[config.mk]
export PLATFORM = sky130hd
export DESIGN_NAME = cap_readout_seq
export DESIGN_NICKNAME = d
export VERILOG_FILES = /design/src/rtl/rseq_pkg.sv /design/src/rtl/rseq_gray2bin.sv /design/src/rtl/rseq_pick.sv /design/src/rtl/rseq_sorter.sv /design/src/rtl/cap_readout_seq.sv
export SDC_FILE = /design/constraint.sdc
export NUM_CORES = 1
export LEC_CHECK = 0
export ABC_CLOCK_PERIOD_IN_PS = 21400
export BUFFER_PORTS_ARGS = -buffer_cell sky130_fd_sc_hd__buf_2
export CAP_MARGIN = 0
export CORE_MARGIN = 2
export CORE_UTILIZATION = 39
export CTS_BUF_LIST = sky130_fd_sc_hd__clkbuf_2
export DETAILED_ROUTE_END_ITERATION = 16
export GPL_TIMING_DRIVEN = 0
export HOLD_SLACK_MARGIN = 0.05
export PLACE_DENSITY = 0.51
export SETUP_SLACK_MARGIN = 0.02
export SYNTH_ARGS = -nofsm -noshare
export SYNTH_HDL_FRONTEND = slang
export SYNTH_SLANG_ARGS = --single-unit
[constraint.sdc]
create_clock -name clk -period 21.4 [get_ports clk]
set_clock_uncertainty 0.1 [all_clocks]
set_input_delay 2.14 -clock clk [delete_from_list [all_inputs] [get_ports clk]]
set_output_delay 2.14 -clock clk [all_outputs]
set_load 0.02 [all_outputs]
[src/rtl/rseq_pkg.sv]
// Shared widths, the sorter slot layout and the sequencer state encoding.
package rseq_pkg;
    localparam int N_CH  = 8;
    localparam int CH_W  = $clog2(N_CH);
    localparam int CNT_W = 20;
    localparam int REC_W = 1 + CH_W + CNT_W;

    typedef struct packed {
        logic             ovr;
        logic [CH_W-1:0]  ch;
        logic [CNT_W-1:0] cnt;
        logic [CNT_W-1:0] age;
    } slot_t;

    typedef enum logic [1:0] {ST_POLL, ST_READ, ST_EMIT} state_t;
endpackage

[src/rtl/rseq_gray2bin.sv]
// Combinational Gray-to-binary converter.
// Assumes a standard reflected Gray code; bit k of the result is the
// XOR of all Gray bits from the MSB down to k.
module rseq_gray2bin #(
    parameter int W = 20
) (
    input  logic [W-1:0] gray,
    output logic [W-1:0] bin
);
    // one reduction XOR per output bit
    for (genvar i = 0; i < W; i++) begin : g_bit
        assign bin[i] = ^gray[W-1:i];
    end
endmodule

[src/rtl/rseq_pick.sv]
// Lowest-index picker over a request vector.
// Assumes nothing about req; idx is 0 when no bit is set.
module rseq_pick #(
    parameter int N  = 8,
    localparam int IW = $clog2(N)
) (
    input  logic [N-1:0]  req,
    output logic [IW-1:0] idx,
    output logic          any
);
    // scan downward so the lowest set bit wins
    always_comb begin
        idx = '0;
        for (int i = N - 1; i >= 0; i--) begin
            if (req[i]) idx = IW'(i);
        end
    end

    assign any = |req;
endmodule

[src/rtl/rseq_sorter.sv]
// Insertion sorter holding up to DEPTH slots, oldest (largest age) at slot 0.
// A new slot goes after all slots of equal or greater age, which keeps
// ties in arrival order. Assumes ins and pop are never high together.
module rseq_sorter
    import rseq_pkg::*;
#(
    parameter int DEPTH = N_CH
) (
    input  logic             clk,
    input  logic             rst_n,
    input  logic             ins,
    input  slot_t            ins_slot,
    input  logic             pop,
    output logic [REC_W-1:0] head,
    output logic             empty,
    output logic             one
);
    localparam int PW = $clog2(DEPTH + 1);

    slot_t         slot_q  [DEPTH];
    slot_t         ins_arr [DEPTH];
    slot_t         pop_arr [DEPTH];
    logic [PW-1:0] cnt_q;
    logic [PW-1:0] pos;

    // insertion point: number of held slots at least as old as the new one
    always_comb begin
        pos = '0;
        for (int i = 0; i < DEPTH; i++) begin
            if (PW'(i) < cnt_q && slot_q[i].age >= ins_slot.age) pos = pos + 1'b1;
        end
    end

    // array after inserting at pos
    always_comb begin
        for (int i = 0; i < DEPTH; i++) begin
            ins_arr[i] = (i == int'(pos)) ? ins_slot : slot_q[i];
        end
        for (int i = 1; i < DEPTH; i++) begin
            if (i > int'(pos)) ins_arr[i] = slot_q[i-1];
        end
    end

    // array after removing slot 0
    always_comb begin
        for (int i = 0; i < DEPTH - 1; i++) pop_arr[i] = slot_q[i+1];
        pop_arr[DEPTH-1] = slot_q[DEPTH-1];
    end

    // slot storage and occupancy
    always_ff @(posedge clk) begin
        if (!rst_n) begin
            cnt_q <= '0;
            for (int i = 0; i < DEPTH; i++) slot_q[i] <= '0;
        end else if (ins) begin
            cnt_q <= cnt_q + 1'b1;
            for (int i = 0; i < DEPTH; i++) slot_q[i] <= ins_arr[i];
        end else if (pop && cnt_q != '0) begin
            cnt_q <= cnt_q - 1'b1;
            for (int i = 0; i < DEPTH; i++) slot_q[i] <= pop_arr[i];
        end
    end

    assign head  = {slot_q[0].ovr, slot_q[0].ch, slot_q[0].cnt};
    assign empty = (cnt_q == '0);
    assign one   = (cnt_q == PW'(1));

    // a batch never exceeds the slot count
    assert_no_overflow_R2: assert property (@(posedge clk) disable iff (!rst_n)
        ins |-> cnt_q < PW'(DEPTH));

    // held slots stay in non-increasing age order
    for (genvar g = 0; g < DEPTH - 1; g++) begin : g_ord
        assert_sorted_R5: assert property (@(posedge clk) disable iff (!rst_n)
            (PW'(g + 1) < cnt_q) |-> slot_q[g].age >= slot_q[g+1].age);
    end
endmodule

[src/rtl/cap_readout_seq.sv]
// Readout sequencer for a multichannel edge-capture unit.
// Polls the flag word, fetches flagged and enabled channels in ascending
// order (each fetch clears that flag in the capture unit), converts counts
// from Gray, orders the batch by age relative to the counter value taken
// at the poll, and streams records on valid/ready.
// Assumes cap_gray shows the selected channel's count in the cycle cap_rd
// is high, and the counter period exceeds any age that can build up.
module cap_readout_seq
    import rseq_pkg::*;
#(
    parameter int OVR_AGE = 500000
) (
    input  logic             clk,
    input  logic             rst_n,
    input  logic [N_CH-1:0]  chan_en,
    input  logic [N_CH-1:0]  cap_flags,
    input  logic [CNT_W-1:0] cnt_gray,
    output logic             stat_rd,
    output logic             cap_rd,
    output logic [CH_W-1:0]  cap_sel,
    input  logic [CNT_W-1:0] cap_gray,
    output logic             out_valid,
    input  logic             out_ready,
    output logic [REC_W-1:0] out_data
);
    localparam logic [CNT_W-1:0] OVR_LIM = CNT_W'(OVR_AGE);

    state_t           state_q;
    logic [N_CH-1:0]  pend_q;
    logic [N_CH-1:0]  pend_nx;
    logic [N_CH-1:0]  live;
    logic [CNT_W-1:0] ref_q;
    logic [CNT_W-1:0] ref_bin;
    logic [CNT_W-1:0] cap_bin;
    logic [CH_W-1:0]  pick;
    logic             pick_any;
    slot_t            new_slot;
    logic             pop;
    logic             srt_empty;
    logic             srt_one;

    rseq_gray2bin #(.W(CNT_W)) u_g2b_ref (.gray(cnt_gray), .bin(ref_bin));
    rseq_gray2bin #(.W(CNT_W)) u_g2b_cap (.gray(cap_gray), .bin(cap_bin));
    rseq_pick     #(.N(N_CH))  u_pick    (.req(pend_q), .idx(pick), .any(pick_any));

    // build the slot for the channel being fetched
    always_comb begin
        new_slot.ch  = pick;
        new_slot.cnt = cap_bin;
        new_slot.age = ref_q - cap_bin;
        new_slot.ovr = new_slot.age > OVR_LIM;
    end

    rseq_sorter #(.DEPTH(N_CH)) u_sorter (
        .clk      (clk),
        .rst_n    (rst_n),
        .ins      (cap_rd),
        .ins_slot (new_slot),
        .pop      (pop),
        .head     (out_data),
        .empty    (srt_empty),
        .one      (srt_one)
    );

    assign live      = cap_flags & chan_en;
    assign pend_nx   = pend_q & ~(N_CH'(1) << pick);
    assign stat_rd   = (state_q == ST_POLL);
    assign cap_rd    = (state_q == ST_READ) && pick_any;
    assign cap_sel   = pick;
    assign out_valid = (state_q == ST_EMIT) && !srt_empty;
    assign pop       = out_valid && out_ready;

    // poll / fetch / emit sequencing
    always_ff @(posedge clk) begin
        if (!rst_n) begin
            state_q <= ST_POLL;
            pend_q  <= '0;
            ref_q   <= '0;
        end else begin
            case (state_q)
                ST_POLL: begin
                    pend_q <= live;
                    ref_q  <= ref_bin;
                    if (live != '0) state_q <= ST_READ;
                end
                ST_READ: begin
                    pend_q <= pend_nx;
                    if (pend_nx == '0) state_q <= ST_EMIT;
                end
                ST_EMIT: begin
                    if (srt_empty || (pop && srt_one)) state_q <= ST_POLL;
                end
                default: state_q <= ST_POLL;
            endcase
        end
    end

    // consecutive fetches climb in channel number
    assert_fetch_order_R2: assert property (@(posedge clk) disable iff (!rst_n)
        (cap_rd && $past(cap_rd)) |-> cap_sel > $past(cap_sel));

    // a stalled record holds
    assert_stall_hold_R8: assert property (@(posedge clk) disable iff (!rst_n)
        (out_valid && !out_ready) |=> (out_valid && $stable(out_data)));

    // once the last record goes, the next cycle polls
    assert_poll_after_drain_R9: assert property (@(posedge clk) disable iff (!rst_n)
        $fell(out_valid) |-> stat_rd);

    // reset quiets the stream and the fetch strobe
    assert_reset_idle_R10: assert property (@(posedge clk)
        !rst_n |=> (!out_valid && !cap_rd));
endmodule

Word level (Yosys, flattened, before mapping)

Memories as Yosys holds them, arrays and structs flattened.
Index checks and enable logic that the tools add are counted.

Memories kept: 1
Bits of input ports: 59
Output and inout port bits: 30
Memory bits (writable): 352
Register bits: 34
Bits in latches: 0
Word-level logic and storage cells: 197
Memory bits (read-only): 0

Memory list:

| name            | words | width | read ports | clocked after memory_dff | write ports | line              | source |
|---|---|---|---|---|---|---|---|
| u_sorter.slot_q | 8     | 44    | 8          | 0                        | 8           | rseq_sorter.sv:20 | `slot_t slot_q [DEPTH];` |

Divide/modulo/power cells: 0
$lt $le $gt $ge: 24
Shift-type cells: 1
Add/subtract/negate cells: 10
Reductions and logical operators: 63
Bitwise operators: 19
Multipliers: 0
Equal/unequal tests: 13
Muxes and demuxes: 62

Operators with widths:

| cell                 | number |
|---|---|
| $mux 44              | 31 |
| $ge 20x20->1         | 8 |
| $reduce_xor 20->1    | 2 |
| $reduce_xor 19->1    | 2 |
| $mux 4               | 9 |
| $reduce_xor 18->1    | 2 |
| $reduce_xor 17->1    | 2 |
| $reduce_xor 16->1    | 2 |
| $reduce_xor 15->1    | 2 |
| $add 4x1->4 const B  | 7 |
| $reduce_xor 14->1    | 2 |
| $reduce_xor 13->1    | 2 |
| $mux 3               | 8 |
| $reduce_xor 12->1    | 2 |
| $reduce_xor 11->1    | 2 |
| $gt 20x19->1 const B | 1 |
| $reduce_xor 10->1    | 2 |
| $sub 20x20->20       | 1 |
| $reduce_xor 9->1     | 2 |
| $and 8x8->8          | 2 |
| $eq 4x4->1 const A   | 4 |
| $gt 3x4->1 const A   | 4 |
| $lt 3x4->1 const A   | 4 |
| $or 1x1->1           | 16 |
| other kinds (36)     | 73 |

Longest topological paths before layout

Depth in word-level cells: 24
Depth in mapped cells: 54
Mapped depth without buffers: 52

Modules after synthesis

From an unflattened synthesis, not the netlist that was laid out.

Cells, all modules: 2,502
Area, all modules: 25,947.4 µm²

Modules (own cells, without submodules):

| module          | area an instance (µm²) | instances | cells each |
|---|---|---|---|
| rseq_sorter     | 22,765.6               | 1         | 2,104 |
| cap_readout_seq | 2,404.8                | 1         | 319 |
| rseq_gray2bin   | 347.8                  | 2         | 33 |
| rseq_pick       | 81.3                   | 1         | 13 |

Worst setup path after synthesis

No wires, ideal clock.

Path type: input-to-reg
Start point: input cap_gray[19]
End point: memory u_sorter.slot_q[0][0] (netlist bit) (enable)
Setup slack: 4.227 ns
Data required time: 20.789 ns
Arrival: 16.562 ns
Cell stages on the path: 49
Path through: xor3_2 > xnor3_2 > xnor2_1 > xor2_1 > xnor2_1 > xnor2_1 > ha_1 > inv_1 > maj3_1 > a21oi_1 > o21bai_1 > a21oi_1 > xnor2_1 > inv_1 > ha_1 > a21o_1 > a21o_1 > a21o_1 > [13 not listed] > ha_1 > xnor2_1 > ha_1 > o21ai_0 > o31ai_1 > ha_1 > or2_2 > and2_1 > xnor2_1 > ha_1 > nor2b_1 > nor3_1 > ha_1 > mux2_2 > or3b_1 > buf_6 > buf_6 > o31ai_1

RTL lines:

| item               | line                  | source |
|---|---|---|
| start: declaration | cap_readout_seq.sv:21 | `input logic [CNT_W-1:0] cap_gray,` |
| end: declaration   | rseq_sorter.sv:20     |  |

==> flow_metrics.py <==
metrics = {
    "place": {
        "post-place-cells": 3371,
        "globalplace.congestion": 0.9482,
        "port_buffers": 88,
        "dpl_hpwl_microns": 74700,
    },
    "clock_network": {
        "root_buffer": "clkbuf_2",
        "cts_max_path_buffers": 3,
        "clock_tree_from_tritoncts": "yes",
        "clk_latency_worst_skew_pair_ns": 1.22,
        "cts_post_setup_buffers_inserted": 0,
        "cts.sinks": 386,
        "tritoncts.num_buffers": 111,
        "cts.reportedPaths.clkPinSlew_ns": 0.08,
        "post_cts_resize_count": 0,
        "postCtsHoldBufs": 0,
        "htree_levels": 3,
    },
    "synthesis": {
        "post_synth_edffs": 352,
        "synth_nets": 2650,
        "syn_avg_cell_area_sq_um": 10.33,
        "yosys.cell_types.count": 87,
        "postSynth.topFlopCell": "edfxtp_1",
        "netlist_area_sq_um": 25000,
        "synth_warnings": 0,
        "seq_area_frac_synth": 0.4500,
        "synth_async_sr_flop_share": 0,
        "yosys_register_bits": 386,
        "synthCells": 2421,
    },
    "floorplanning": {
        "initial_utilization": 0.3957,
        "design.die.area_sq_um": 66150,
        "chipWidth_microns": 257.2,
        "design.portCount": 89,
        "core-area_sq_um": 63200,
        "die_h_microns": 257.2,
        "placement_rows": 92,
    },
    "drt": {
        "wl_met1_microns": 44270,
        "postRouteAntennaNets": 0,
        "firstDrtPassIters": 8,
        "top_layer_used": "met5",
        "post_drt_wl_per_cell_microns": 28.92,
        "viasPerCell": 6.142,
        "vias": 22020,
        "met3_wirelength_microns": 9321,
        "detailed_routed_wire_length_on_met2_microns": 45120,
        "detail_route.drc_violations": 0,
        "drt-initial-drc-count": 2735,
        "drt_wl_total_microns": 103700,
    },
    "final_layout": {
        "drive_above_1_share": 0.1473,
        "num-fill-cells": 6214,
        "final_nets": 2867,
        "finalNonFillerCells": 3586,
        "mostFrequentLayoutCell": "edfxtp_1",
        "most-common-layout-cells": "edfxtp_1, nand2_1, nand3_1",
        "layout-area-overhead-vs-synth_pct": 12.05,
    },
    "sta": {
        "finalWorstPathRequiredPeriod_ns": 18.38,
        "final.period_utilization": 0.8588,
        "hold_violations": 0,
        "fin_worst_hold_slack_ns": 0.3865,
        "fmaxAchievable_ghz": 0.05441,
        "final_slew_violations": 0,
        "max_slew_margin": 0.01018,
        "setup-violations-final": 0,
        "tightestPinTransition_ns": 1.474,
        "unrepaired_setup_endpoints_after_global_routing": "no",
        "timing.setup.tns_ns": 0,
    },
    "worst_setup_path": {
        "timing.rr.start": "ref_q[0]",
        "worst-endpoint-arrival_ns": 19.03,
        "critical_path_class": "input pin to flip-flop",
        "worst_path_max_fanout": 44,
        "crit_required_ns": 22.06,
        "slowest_stage": "xnor2_1",
        "worst_setup_path_start_kind": "input pin",
        "peak_per_stage_delay_on_the_critical_path_ns": 0.81,
        "worst_setup_path_end_kind": "flip-flop",
        "beginning_of_the_critical_path": "cap_gray[19]",
    },
    "power_and_ir_drop": {
        "irDropWorstVdd_v": 0.00009605,
        "power_mw": 3.898,
        "leakagePower_nw": 11.61,
        "pwr_density_cell_nw_per_um2": 139.1,
    },
    "global_route": {
        "grt_first_pass_wirelength_microns": 149000,
        "vias_in_the_first_global_route": 21640,
        "grt_max_degree": 45,
        "grt_overflow": 0,
        "grt_antenna_before_repair": 5,
        "gr-usage-all-layers": 0.3081,
    },
    "worst_hold_path": {
        "worst_hold_path_type": "flip-flop to flip-flop",
        "hold_start": "ref_q[9]",
    },
    "status": {
        "status": "complete, but fails checks",
        "failed_checks": "max-capacitance violations",
    },
    "run": {
        "cap_violations": 1,
    },
}
-- registers in the layout, indices dropped and copies added (netlist names) --
| register | flops |
|---|---|
| state_q | 2 |
| u_sorter.cnt_q | 4 |
| ref_q | 20 |
| u_sorter.slot_q | 352 |
| pend_q | 8 |
-- critical path: cells and delay by family --
kind	cells	cell delay [ns]
compound gates	11	2.88
mux	2	0.64
fa+ha+maj	5	1.74
simple gates	12	3.48
buf+inv	9	3.04
xor+xnor	9	5.04
-- Yosys cell counts, types with 16 or more instances --
master    number  share of area
a21o_1        87          0.026
a21oi_1       65          0.013
a311oi_1      44          0.015
and3_1        16         0.0040
buf_2         24         0.0048
buf_4         41          0.012
clkbuf_1     115          0.017
dfxtp_1       34          0.027
edfxtp_1     352           0.42
ha_1         170          0.085
inv_1         64         0.0096
mux2i_1      179          0.072
nand2_1      233          0.035
nand2b_1      19         0.0048
nand3_1      197          0.039
nor2_1        51         0.0077
nor2b_1       16         0.0040
nor3_1        59          0.012
o211ai_1      44          0.013
o21ai_0      152          0.030
o21ai_1      124          0.025
o22ai_1       36         0.0090
xnor2_1       57          0.020
xor2_1        17         0.0060
-- through the flow --
| stage | cell area [sq um] | setup WS [ns] | util |
|---|---|---|---|
| 2_1_floorplan | 25000 | 4.227 | - |
| 3_3_place_gp | 26500 | -3.886 | 0.4194 |
| 3_5_place_dp | 26970 | 2.329 | 0.4267 |
| 4_1_cts | 27990 | 3.466 | 0.4429 |
| 5_1_grt | 28000 | 2.441 | 0.4431 |
| 6_report | 28020 | 3.022 | 0.4433 |
-- routing by layer --
layer | vias up | GRT usage
met3 | 239 | 0.06580
met1 | 10930 | 0.4189
met4 | 2 | 0.1437
met5 | - | 0
li1 | 9690 | -
met2 | 1165 | 0.4684
-- worst paths after layout --
path | slack [ns] | to | depth (start not counted)
min | 0.39 | ref_q[9] | 2
max reg2reg | 8.50 | u_sorter.slot_q[2][18] | 46
min reg2reg | 0.39 | ref_q[9] | 2
max | 3.02 | u_sorter.slot_q[2][18] | 48
-- layout make-up --
type | count | area, sq um | share of cell area
antenna | 11 | 27.53 | 0.0009825
buffer | 191 | 945.9 | 0.03376
clock buffer | 171 | 855.8 | 0.03055
clock inverter | 33 | 165.2 | 0.005895
inverter | 66 | 247.7 | 0.008842
multi-input combinational | 1778 | 12660 | 0.4519
sequential | 386 | 11250 | 0.4016
tap | 846 | 1059 | 0.03778
timing repair buffer | 104 | 805.8 | 0.02876
-- where the power goes --
part	leakage, nW	internal, mW	switching, mW	total (mW)
registers	3.97	0.979	0.0921	1.07
clock network	0.782	0.225	0.366	0.591
logic	6.85	0.771	1.46	2.24
-- logic make-up after synthesis --
group,share of synthesized area
compound gates,0.1797
simple gates,0.1200
flops,0.4500
buf+inv,0.04774
mux,0.07256
fa+ha+maj,0.08787
xor+xnor,0.04213
Note: power is estimated with default switching activity, not from simulation.
